[src/rtl/thermal_avg_pkg.sv]
package thermal_avg_pkg;
  // Last count value of a window of 2^sh ticks.
  function automatic logic [31:0] win_last(input logic [3:0] sh);
    return (32'd1 << sh) - 32'd1;
  endfunction

  // Selection clamped to the largest supported shift.
  function automatic logic [3:0] clamp_sel(input logic [3:0] sel,
                                           input int unsigned max_sh);
    return (int'(sel) > int'(max_sh)) ? 4'(max_sh) : sel;
  endfunction
endpackage

[src/rtl/thermal_inst_reg.sv]
module thermal_inst_reg #(
  parameter int W = 8
) (
  input  logic         clk,
  input  logic         rst_n,
  input  logic         valid_i,
  input  logic [W-1:0] sample_i,
  output logic [W-1:0] inst_o
);
  always_ff @(posedge clk) begin
    if (!rst_n)       inst_o <= '0;
    else if (valid_i) inst_o <= sample_i;
  end

  p_capture_r2: assert property (@(posedge clk) disable iff (!rst_n)
    valid_i |=> inst_o == $past(sample_i));
  p_hold_r2: assert property (@(posedge clk) disable iff (!rst_n)
    !valid_i |=> $stable(inst_o));
endmodule

[src/rtl/thermal_win_seq.sv]
module thermal_win_seq
  import thermal_avg_pkg::*;
#(
  parameter int MAX_SH = 10,
  parameter int DEF_SH = 8
) (
  input  logic       clk,
  input  logic       rst_n,
  input  logic       tick_i,
  input  logic [3:0] win_sel_i,
  output logic       win_end_o,
  output logic [3:0] shift_o
);
  localparam int CNT_W = MAX_SH + 1;

  logic [CNT_W-1:0] cnt_q;
  logic [CNT_W-1:0] last_cnt;

  assign last_cnt  = CNT_W'(win_last(shift_o));
  assign win_end_o = tick_i && (cnt_q == last_cnt);

  always_ff @(posedge clk) begin
    if (!rst_n) begin
      cnt_q   <= '0;
      shift_o <= 4'(DEF_SH);
    end else if (tick_i) begin
      if (win_end_o) begin
        cnt_q   <= '0;
        shift_o <= clamp_sel(win_sel_i, MAX_SH);
      end else begin
        cnt_q <= cnt_q + 1'b1;
      end
    end
  end

  p_sel_at_boundary_r5: assert property (@(posedge clk) disable iff (!rst_n)
    !win_end_o |=> $stable(shift_o));
  p_shift_range_r4: assert property (@(posedge clk) disable iff (!rst_n)
    int'(shift_o) <= MAX_SH);
  p_cnt_bound_r4: assert property (@(posedge clk) disable iff (!rst_n)
    cnt_q <= last_cnt);
endmodule

[src/rtl/thermal_accum.sv]
module thermal_accum #(
  parameter int W      = 8,
  parameter int MAX_SH = 10
) (
  input  logic         clk,
  input  logic         rst_n,
  input  logic         tick_i,
  input  logic         win_end_i,
  input  logic [3:0]   shift_i,
  input  logic [W-1:0] sample_i,
  output logic [W-1:0] avg_o,
  output logic         upd_o
);
  localparam int ACC_W = W + MAX_SH;

  logic [ACC_W-1:0] acc_q;
  logic [ACC_W:0]   sum;

  assign sum = {1'b0, acc_q} + (ACC_W+1)'(sample_i);

  always_ff @(posedge clk) begin
    if (!rst_n) begin
      acc_q <= '0;
      avg_o <= '0;
      upd_o <= 1'b0;
    end else begin
      upd_o <= 1'b0;
      if (tick_i) begin
        if (win_end_i) begin
          avg_o <= W'(sum >> shift_i);
          acc_q <= '0;
          upd_o <= 1'b1;
        end else begin
          acc_q <= sum[ACC_W-1:0];
        end
      end
    end
  end

  p_no_overflow_r9: assert property (@(posedge clk) disable iff (!rst_n)
    tick_i |-> !sum[ACC_W]);
  p_clear_r9: assert property (@(posedge clk) disable iff (!rst_n)
    win_end_i |=> acc_q == '0);
  p_upd_tick_r7: assert property (@(posedge clk) disable iff (!rst_n)
    upd_o |-> $past(tick_i));
  p_avg_hold_r8: assert property (@(posedge clk) disable iff (!rst_n)
    !upd_o |-> $stable(avg_o));
endmodule

[src/rtl/thermal_avg_filter.sv]
module thermal_avg_filter #(
  parameter int SAMPLE_W = 8,
  parameter int MAX_SH   = 10,
  parameter int DEF_SH   = 8
) (
  input  logic                clk,
  input  logic                rst_n,
  input  logic [SAMPLE_W-1:0] sample_i,
  input  logic                sample_valid_i,
  input  logic [3:0]          win_sel_i,
  input  logic                ms_tick_i,
  output logic [SAMPLE_W-1:0] inst_o,
  output logic [SAMPLE_W-1:0] avg_o,
  output logic                avg_upd_o
);
  logic       win_end;
  logic [3:0] act_shift;

  thermal_inst_reg #(.W(SAMPLE_W)) u_inst (
    .clk(clk), .rst_n(rst_n), .valid_i(sample_valid_i),
    .sample_i(sample_i), .inst_o(inst_o)
  );

  thermal_win_seq #(.MAX_SH(MAX_SH), .DEF_SH(DEF_SH)) u_seq (
    .clk(clk), .rst_n(rst_n), .tick_i(ms_tick_i), .win_sel_i(win_sel_i),
    .win_end_o(win_end), .shift_o(act_shift)
  );

  thermal_accum #(.W(SAMPLE_W), .MAX_SH(MAX_SH)) u_acc (
    .clk(clk), .rst_n(rst_n), .tick_i(ms_tick_i), .win_end_i(win_end),
    .shift_i(act_shift), .sample_i(inst_o), .avg_o(avg_o), .upd_o(avg_upd_o)
  );

  p_upd_at_end_r7: assert property (@(posedge clk) disable iff (!rst_n)
    win_end |=> avg_upd_o);
endmodule

[config.mk]
export PLATFORM = sky130hd
export DESIGN_NAME = thermal_avg_filter
export DESIGN_NICKNAME = d
export VERILOG_FILES = /design/src/rtl/thermal_avg_pkg.sv /design/src/rtl/thermal_inst_reg.sv /design/src/rtl/thermal_win_seq.sv /design/src/rtl/thermal_accum.sv /design/src/rtl/thermal_avg_filter.sv
export SDC_FILE = /design/constraint.sdc
export NUM_CORES = 1
export LEC_CHECK = 0
export ABC_CLOCK_PERIOD_IN_PS = 4400
export BUFFER_PORTS_ARGS = -buffer_cell sky130_fd_sc_hd__clkbuf_2
export CORE_ASPECT_RATIO = 1.75
export CORE_UTILIZATION = 60
export CTS_CLUSTER_SIZE = 8
export DETAILED_ROUTE_END_ITERATION = 12
export GPL_ROUTABILITY_DRIVEN = 0
export HOLD_SLACK_MARGIN = 0.05
export PLACE_DENSITY = 0.86
export SETUP_SLACK_MARGIN = 0.3
export SYNTH_ARGS = -nofsm -noshare
export SYNTH_HDL_FRONTEND = slang
export SYNTH_SLANG_ARGS = --single-unit
[constraint.sdc]
create_clock -name clk -period 4.4 [get_ports clk]
set_input_delay 0.22 -clock clk [delete_from_list [all_inputs] [get_ports clk]]
set_output_delay 0.22 -clock clk [all_outputs]
set_load 0.05 [all_outputs]
== Word level (Yosys, flattened, before mapping) ==
Index checks and enable logic that the tools add are counted.
Storage, ports and cells
  flip-flop bits (word level): 50
  bits of input ports: 16
  output and inout port bits: 17
  word-level logic and storage cells: 20
Operators by class
  add/sub/neg operators: 3
  $lt $le $gt $ge: 1
  equality and inequality tests: 1
  shifts and indexed selects: 2
  multiplexer cells: 4
  reductions and logical operators: 3
Operator list (count)
  $add 18x8->19: 1
  $shr 19x4->8: 1
  $mux 18: 1
  $add 11x1->11 const B: 1
  $eq 11x11->1: 1
  $mux 11: 1
  $shl 1x4->11 const A: 1
  $sub 11x1->11 const B: 1
  $gt 4x4->1 const B: 1
  $mux 4: 1
  $reduce_and 2->1: 2
  $logic_and 1x1->1: 1
  $mux 1: 1

== Logic depth before layout (Yosys ltp) ==
Gate-level depths: netlist (run 1).
  depth in word-level cells: 5
  gate-level depth with buffers: 18
  mapped depth without buffers: 12

== Modules after synthesis ==
Synthesis (run 1) repeated with hierarchy kept, for this count alone.
Unflattened totals
  cells, all modules: 526
  area total of the unflattened synthesis: 4058.9 µm²
Modules (own cells, without submodules)
  thermal_accum: times used 1, cells each 355, area each 2607.5 µm², seq. area each 540.5 µm²
  thermal_win_seq: times used 1, cells each 146, area each 1149.9 µm², seq. area each 300.3 µm²
  thermal_inst_reg: times used 1, cells each 25, area each 301.5 µm², seq. area each 160.2 µm²

== Least setup slack after synthesis (run 1) ==
Ideal clock, no wire load.
  path kind: register to register
  from: register u_seq.shift_o[0]
  to: register u_acc.avg_o[0]
  setup time: 0.122 ns
  arrival: 3.101 ns
  required time: 4.278 ns
  setup slack: 1.177 ns
  cell stages (with the launch flop): 16
  path buffers: 4
  clock period less this slack: 3.223 ns
  cell sequence: dfxtp_1 > inv_1 > clkbuf_1 > buf_1 > nand2_1 > ha_1 > buf_2 > or3b_2 > o32ai_1 > o21ai_1 > o2111a_1 > nor4_2 > buf_2 > nand2_1 > a211oi_1 > a21oi_1
Between the ends
  cells in the longest elaborated chain, start to end: 5
  elaborated cells between the ends (all ways): 6
  classes of those cells: add/sub (1); eq/ne (1); shift (2); reduce/logical (2)
RTL lines
  from (decl): line thermal_win_seq.sv:12  | output logic [3:0] shift_o
  from (signal assigned): line thermal_win_seq.sv:25  | shift_o <= 4'(DEF_SH);
  from (signal assigned): line thermal_win_seq.sv:29  | shift_o <= clamp_sel(win_sel_i, MAX_SH);
  $shl 1x4->11: line thermal_avg_pkg.sv:4  | return (32'd1 << sh) - 32'd1;
  $sub 11x1->11: line thermal_avg_pkg.sv:4
  $eq 11x11->1: line thermal_win_seq.sv:20  | assign win_end_o = tick_i && (cnt_q == last_cnt);
  $logic_and 1x1->1: line thermal_win_seq.sv:20
  $reduce_and 2->1 (no source line)
  to (signal assigned): line thermal_accum.sv:30  | avg_o <= W'(sum >> shift_i);
  to (decl): line thermal_accum.sv:11  | output logic [W-1:0] avg_o,
Several ways; a longest one is shown, not always the timed one.
A chain may end at the register's enable or synchronous reset.

== Worst setup path in the final report (run 1) ==
  from: register u_seq.shift_o[2]
  to: register u_acc.acc_q[10]
Between the ends
  cells in the longest elaborated chain, start to end: 5
RTL lines
  $shl 1x4->11: line thermal_avg_pkg.sv:4
  $sub 11x1->11: line thermal_avg_pkg.sv:4
  $eq 11x11->1: line thermal_win_seq.sv:20
  $logic_and 1x1->1: line thermal_win_seq.sv:20
  $mux 18: line thermal_accum.sv:29  | if (win_end_i) begin
  to (signal assigned): line thermal_accum.sv:34  | acc_q <= sum[ACC_W-1:0];
  to (decl): line thermal_accum.sv:16  | logic [ACC_W-1:0] acc_q;
Every way passes these cells.

==> reports/summary.txt, run 1 <==
Row Count - 39
Sw Pwr - 0.2932 mW
Max Cap Viol - 0
Die height - 111.8 µm
Worst setup path end - u_acc.acc_q[10]
Starting Density - 0.6274
FF-to-FF path depth - 12
Synth warn - 0
IO Port Bufs - 32
1st-iter DRT viols - 497
Final setup TNS - 0 ns
Final setup violation count - 0
Clock sink count - 50
Synth Register Bits - 50
Worst Path Required - 4.63 ns
Tightest Hold Check Type - in2reg
Fraction of registers with async set or reset after synthesis - 0
First-pass GRT wire length - 20090 µm
GRT overflow - 0
Nets - 597
Final worst slack - 0.7391 ns
Synth Net Count - 593
Yosys top cell by area - dfxtp_1
Pre-CTS setup slack - 0.8631 ns
RSZ-0062 raised after global routing - false
CP arrival - 3.89 ns
Post-Synthesis Cells - 566
Clk_lat worst skew - 0.30 ns
Top FF cell, synth - dfxtp_1
Total Routed Length - 11920 µm
Final Max Slew Viols - 0
CTS root buf - clkbuf_16
Slowest-stage cell, CP - nor2b_1
R2r endpoint - u_acc.acc_q[10]
Post-CTS Hold Fix Bufs - 0
Hpwl dp - 8388 µm
Leak Pwr - 1.663 nW
CP dominant cell by count - nor2_1
CP Max Fanout - 30
CP startpoint kind - flop
# Post-CTS Setup Buffers - 0
Vias in the first global route - 4272
Die area - 7237 µm²
CP Launch Point - u_seq.shift_o[2]
# diodes - 0
Sw Ratio - 0.2716
Die Width - 64.74 µm
Status - complete, no violations
I/O pin total - 33
Pre-antenna DRT Iters - 7
CP endpoint kind - flop
Pwr dens - 241.9 nW/µm²
Slew HR - 0.2787
Final min period - 3.661 ns
Avg Inst Size Synth - 7.302 µm²
Peak VDD IR - 157.0 µV
Most frequent cells in the layout - nor2_1 (77), nand2_1 (52), dfxtp_1 (50)
Total track usage - 0.3502
Worst-Margin Slew - 1.081 ns
Placed Cells - 645
Sequential fraction of the synthesis area - 0.2422
Critical path, cell by cell - buf_4 -> nor2_1 -> nand2_1 -> ha_1 -> nor4b_1 -> nor2_1 -> a211oi_1 -> nor4_1 -> buf_4 -> nor2b_1 -> a22oi_1 -> nor2_1
Final ANT Viol Nets - 0
CP max stage delay - 0.65 ns
Residual DRC - 0
Core Footprint - 6588 µm²
Hold path depth - 3
Final period utilization - 0.8320
Worst-path clk slew - 0.07 ns
# fillers - 556
Initial antenna violation count - 0
DR WL/cell - 18.26 µm
R2r startpoint - u_seq.shift_o[2]
Crit Path Class - reg2reg
Distinct cells, synth - 72
Vias - 4446
Commonest non-fill, non-tap cell in the layout - nor2_1
Top cell type's share of synthesized area - 0.2422
CTS Buf Count - 5
Combinational power share - 0.140
Clock Skews - 0.005832 ns
Area contributors post-synth - dfxtp_1 (24%), nor2_1 (7.0%), mux2i_1 (4.8%)
Area grow syn2layout - 7.993%
CTS tree - built
FF-to-FF setup slack - 0.74 ns
Clk pwr share - 0.422
Synthesized area - 4133 µm²
Share of cells above drive strength 1 - 0.1068
Largest net degree at the start of global routing - 46
Largest buffer count on any clock path - 2
Sequential power share - 0.438
Final core occ - 0.6775
Final cell count without fillers - 653
Post-synth EDFFs - 0
F_max - 0.2732 GHz
Post-CTS sizing - 0
Post-DR vias/cell - 6.809
Internal power - 0.7862 mW
H-tree Lvls - 2
Final Hold Fails - 0
-- per-layer routing --
layer  track usage  vias to the layer above  share of wire
li1              -                     2075              -
met1        0.3852                     2042           0.36
met2        0.5722                      255           0.50
met3       0.08094                       74          0.070
met4        0.2548                        0          0.072
met5             0                        -              0
-- area by class of cell --
class                      instances  area (µm²)  area share
tap                               82       102.6     0.02299
inverter                          15       56.30     0.01262
timing repair buffer              43       242.7     0.05439
clock inverter                     3       45.04     0.01009
clock buffer                       5       125.1     0.02803
multi-input combinational        455        2890      0.6476
sequential                        50        1001      0.2243
-- power by group through the flow --
stage          registers (mW)  clock network (mW)  logic (mW)
6_report                0.473               0.455       0.151
5_1_grt                 0.474               0.478       0.164
4_1_cts                 0.473               0.459       0.148
3_3_place_gp            0.483                   0       0.145
2_1_floorplan           0.496                   0      0.0955
3_5_place_dp            0.484                   0       0.147
-- cell families (layout without fill, tap and decap cells) --
group,count (synthesis),count (layout),share of synthesized area
AOI/OAI and AO/OA,164,164,0.2743
xor gates and xnor gates,26,26,0.05692
adders and majority gates,11,11,0.03512
buffers and inverters,61,66,0.06055
DFF,50,50,0.2422
muxes,23,23,0.05934
and+or+nand+nor,231,231,0.2716
-- per-stage QoR --
| stage | cell area, µm² | power, mW | hold slack [ns] |
|---|---|---|---|
| 3_5_place_dp | 4293 | 0.6306 | 0.4645 |
| 2_1_floorplan | 4133 | 0.5920 | 0.3580 |
| 5_1_grt | 4463 | 1.117 | 0.1593 |
| 4_1_cts | 4463 | 1.080 | 0.1553 |
| 6_report | 4463 | 1.079 | 0.1546 |
| 3_3_place_gp | 4293 | 0.6275 | 0.4521 |
-- sequential cells by signal, summed over array words and instances, names as in the netlist --
| name | cells |
|---|---|
| u_seq.cnt_q | 11 |
| u_acc.acc_q | 18 |
| u_acc.upd_o | 1 |
| u_seq.shift_o | 4 |
| u_inst.inst_o | 8 |
| u_acc.avg_o | 8 |
-- cells in the mapped netlist, types with 6 or more instances --
library cell and number:
a211oi_1 11, a21oi_1 30, a22oi_1 11, a31oi_1 7, and3_1 6, buf_1 7
buf_2 17, clkbuf_1 22, dfxtp_1 50, ha_1 10, inv_1 15, mux2i_1 20
nand2_1 52, nand2b_1 13, nand3_1 28, nand4_1 8, nor2_1 77, nor3_1 14
o211ai_1 14, o21ai_0 28, xnor2_1 11, xor2_1 14
-- worst min path at each step --
stage / end / startpoint / slack [ns]
3_5_place_dp: u_inst.inst_o[0] / sample_i[0] / 0.46
5_1_grt: u_inst.inst_o[5] / sample_i[5] / 0.16
6_report: u_inst.inst_o[0] / sample_i[0] / 0.15
2_1_floorplan: u_seq.shift_o[3] / win_sel_i[3] / 0.36
4_1_cts: u_inst.inst_o[0] / sample_i[0] / 0.16
3_3_place_gp: u_inst.inst_o[0] / sample_i[0] / 0.45
-- critical path: cells and delay by family, from the launching register on --
kind                       cells  cell delay, ns
adders and majority gates      1            0.46
and+or+nand+nor                7            1.53
DFF                            1            0.33
buffers and inverters          2            0.50
AOI/OAI and AO/OA              2            0.76
Note: power is estimated with default switching activity, not from simulation.
==> inputs of run 2 (changes only) <==
ABC_CLOCK_PERIOD_IN_PS = 3690   (was 4400)
clock period = 3.69 ns   (was 4.4 ns; I/O delays follow)
==> reports/summary.txt, run 2 (synthesized netlist as in run 1, its figures left out) <==
Status - complete, no violations (unchanged)
CP Launch Point - u_seq.shift_o[1] (was u_seq.shift_o[2])
Share of cells above drive strength 1 - 0.1308 (was 0.1068)
Worst Path Required - 3.83 ns (was 4.63 ns)
Die area - 7237 µm² (unchanged)
H-tree Lvls - 2 (unchanged)
Final setup TNS - 0 ns (unchanged)
CP endpoint kind - flop (unchanged)
Post-DR vias/cell - 6.819 (was 6.809)
Max FFs per register - 18 (unchanged)
First-pass GRT wire length - 20150 µm (was 20090 µm)
Core Footprint - 6588 µm² (unchanged)
Row Count - 39 (unchanged)
Nets - 608 (was 597)
Peak VDD IR - 189.0 µV (was 157.0 µV)
Overall power - 1.206 mW (was 1.079 mW)
Die Width - 64.74 µm (unchanged)
CP arrival - 3.41 ns (was 3.89 ns)
Vias - 4521 (was 4446)
Starting Density - 0.6274 (unchanged)
CTS Buf Count - 5 (unchanged)
Largest buffer count on any clock path - 2 (unchanged)
Final Hold Fails - 0 (unchanged)
Hold path start - win_sel_i[0] (was sample_i[0])
Final setup violation count - 0 (unchanged)
Area grow syn2layout - 9.839% (was 7.993%)
Total track usage - 0.3480 (was 0.3502)
Pre-antenna DRT Iters - 5 (was 7)
Final Max Slew Viols - 0 (unchanged)
R2r startpoint - u_seq.shift_o[1] (was u_seq.shift_o[2])
Clock sink count - 50 (unchanged)
1st-iter DRT viols - 555 (was 497)
Largest register by flop count - u_acc.acc_q (unchanged)
F_max - 0.3056 GHz (was 0.2732 GHz)
# diodes - 0 (unchanged)
Clk_lat worst skew - 0.30 ns (about the same)
RSZ-0062 raised after global routing - false (unchanged)
Worst-Margin Slew - 0.9858 ns (was 1.081 ns)
Final period utilization - 0.8868 (was 0.8320)
Slew HR - 0.3421 (was 0.2787)
CP startpoint kind - flop (unchanged)
CTS tree - built (unchanged)
Tightest Hold Check Type - in2reg (unchanged)
GRT overflow - 0 (unchanged)
Residual DRC - 0 (unchanged)
Clock Skews - 0.007632 ns (was 0.005832 ns)
Final ANT Viol Nets - 0 (unchanged)
Initial antenna violation count - 0 (unchanged)
Total Routed Length - 12260 µm (was 11920 µm)
CTS root buf - clkbuf_16 (unchanged)
DR WL/cell - 18.49 µm (was 18.26 µm)
IO Port Bufs - 32 (unchanged)
Final min period - 3.272 ns (was 3.661 ns)
Hpwl dp - 8531 µm (was 8388 µm)
Worst-path clk slew - 0.07 ns (about the same)
# fillers - 577 (was 556)
Largest registers - u_acc.acc_q (18), u_seq.cnt_q (11) (unchanged)
Largest net degree at the start of global routing - 43 (was 46)
Most frequent cells in the layout - nor2_1 (77), nand2_1 (52), dfxtp_1 (50) (unchanged)
Vias in the first global route - 4474 (was 4272)
Commonest non-fill, non-tap cell in the layout - nor2_1 (unchanged)
Pwr dens - 265.8 nW/µm² (was 241.9 nW/µm²)
CP Max Fanout - 8 (was 30)
Max Cap Viol - 0 (unchanged)
Leak Pwr - 1.714 nW (was 1.663 nW)
Die height - 111.8 µm (unchanged)
Crit Path Class - reg2reg (unchanged)
I/O pin total - 33 (unchanged)
-- run 2: per-layer routing --
metal | global-route usage | up-vias | share of wire
met5 | 0 | - | 0
met4 | 0.2726 | 0 | 0.058
met3 | 0.08914 | 71 | 0.072
met2 | 0.5757 | 238 | 0.51
met1 | 0.3626 | 2110 | 0.36
li1 | - | 2102 | -
-- run 2: layout make-up --
cell class | count | area (µm²) | area share
Timing Repair Buffer | 54 | 329.1 | 0.07249
Sequential cell | 50 | 1001 | 0.2205
Clock buffer | 5 | 125.1 | 0.02756
Clock inverter | 2 | 10.01 | 0.002205
Multi-Input combinational cell | 455 | 2915 | 0.6422
Inverter | 15 | 56.30 | 0.01240
Tap cell | 82 | 102.6 | 0.02260
-- run 2: stage by stage --
stage	worst slack [ns]	instance area [µm²]	instances	hold slack [ns]	util
6_report	0.4177	4539	663	0.1171	0.6891
5_1_grt	0.2219	4539	663	0.1430	0.6891
4_1_cts	0.3391	4496	661	0.1260	0.6824
3_5_place_dp	0.2909	4330	650	0.4306	0.6574
3_3_place_gp	0.3200	4330	650	0.4145	0.6574
2_1_floorplan	0.4666	4133	566	0.3225	-
-- run 2: final timing paths --
path | endpoint | slack [ns] | cells past startpoint
worst max-delay path | u_acc.acc_q[8] | 0.42 | 14
worst min-delay path | u_seq.shift_o[0] | 0.12 | 3
worst max register to register | u_acc.acc_q[8] | 0.42 | 14
worst min register to register | u_acc.acc_q[3] | 0.48 | 2
-- run 2: timing repair --
item,in CTS,in global routing
gates resized for setup,0,7
cloned,0,0
pin swaps,1,1
endpoints found under the setup margin,2,15
setup buffers,4,2
hold buffers,0,0
-- run 2: report_power, final --
part	switching [mW]	internal [mW]
clock network	0.205	0.245
registers	0.0120	0.553
logic	0.119	0.0720
total	0.336	0.870
-- run 2: critical path: stages (launching register included) --
cell	delay (ns)
dfxtp_1	0.32
or2_1	0.28
nor2_1	0.19
nand2_1	0.08
ha_1	0.25
or3b_2	0.46
o32ai_1	0.13
o21ai_1	0.10
o2111a_1	0.20
nor4_4	0.30
buf_4	0.20
buf_4	0.18
o21ai_0	0.10
a22oi_1	0.24
nor2_1	0.07
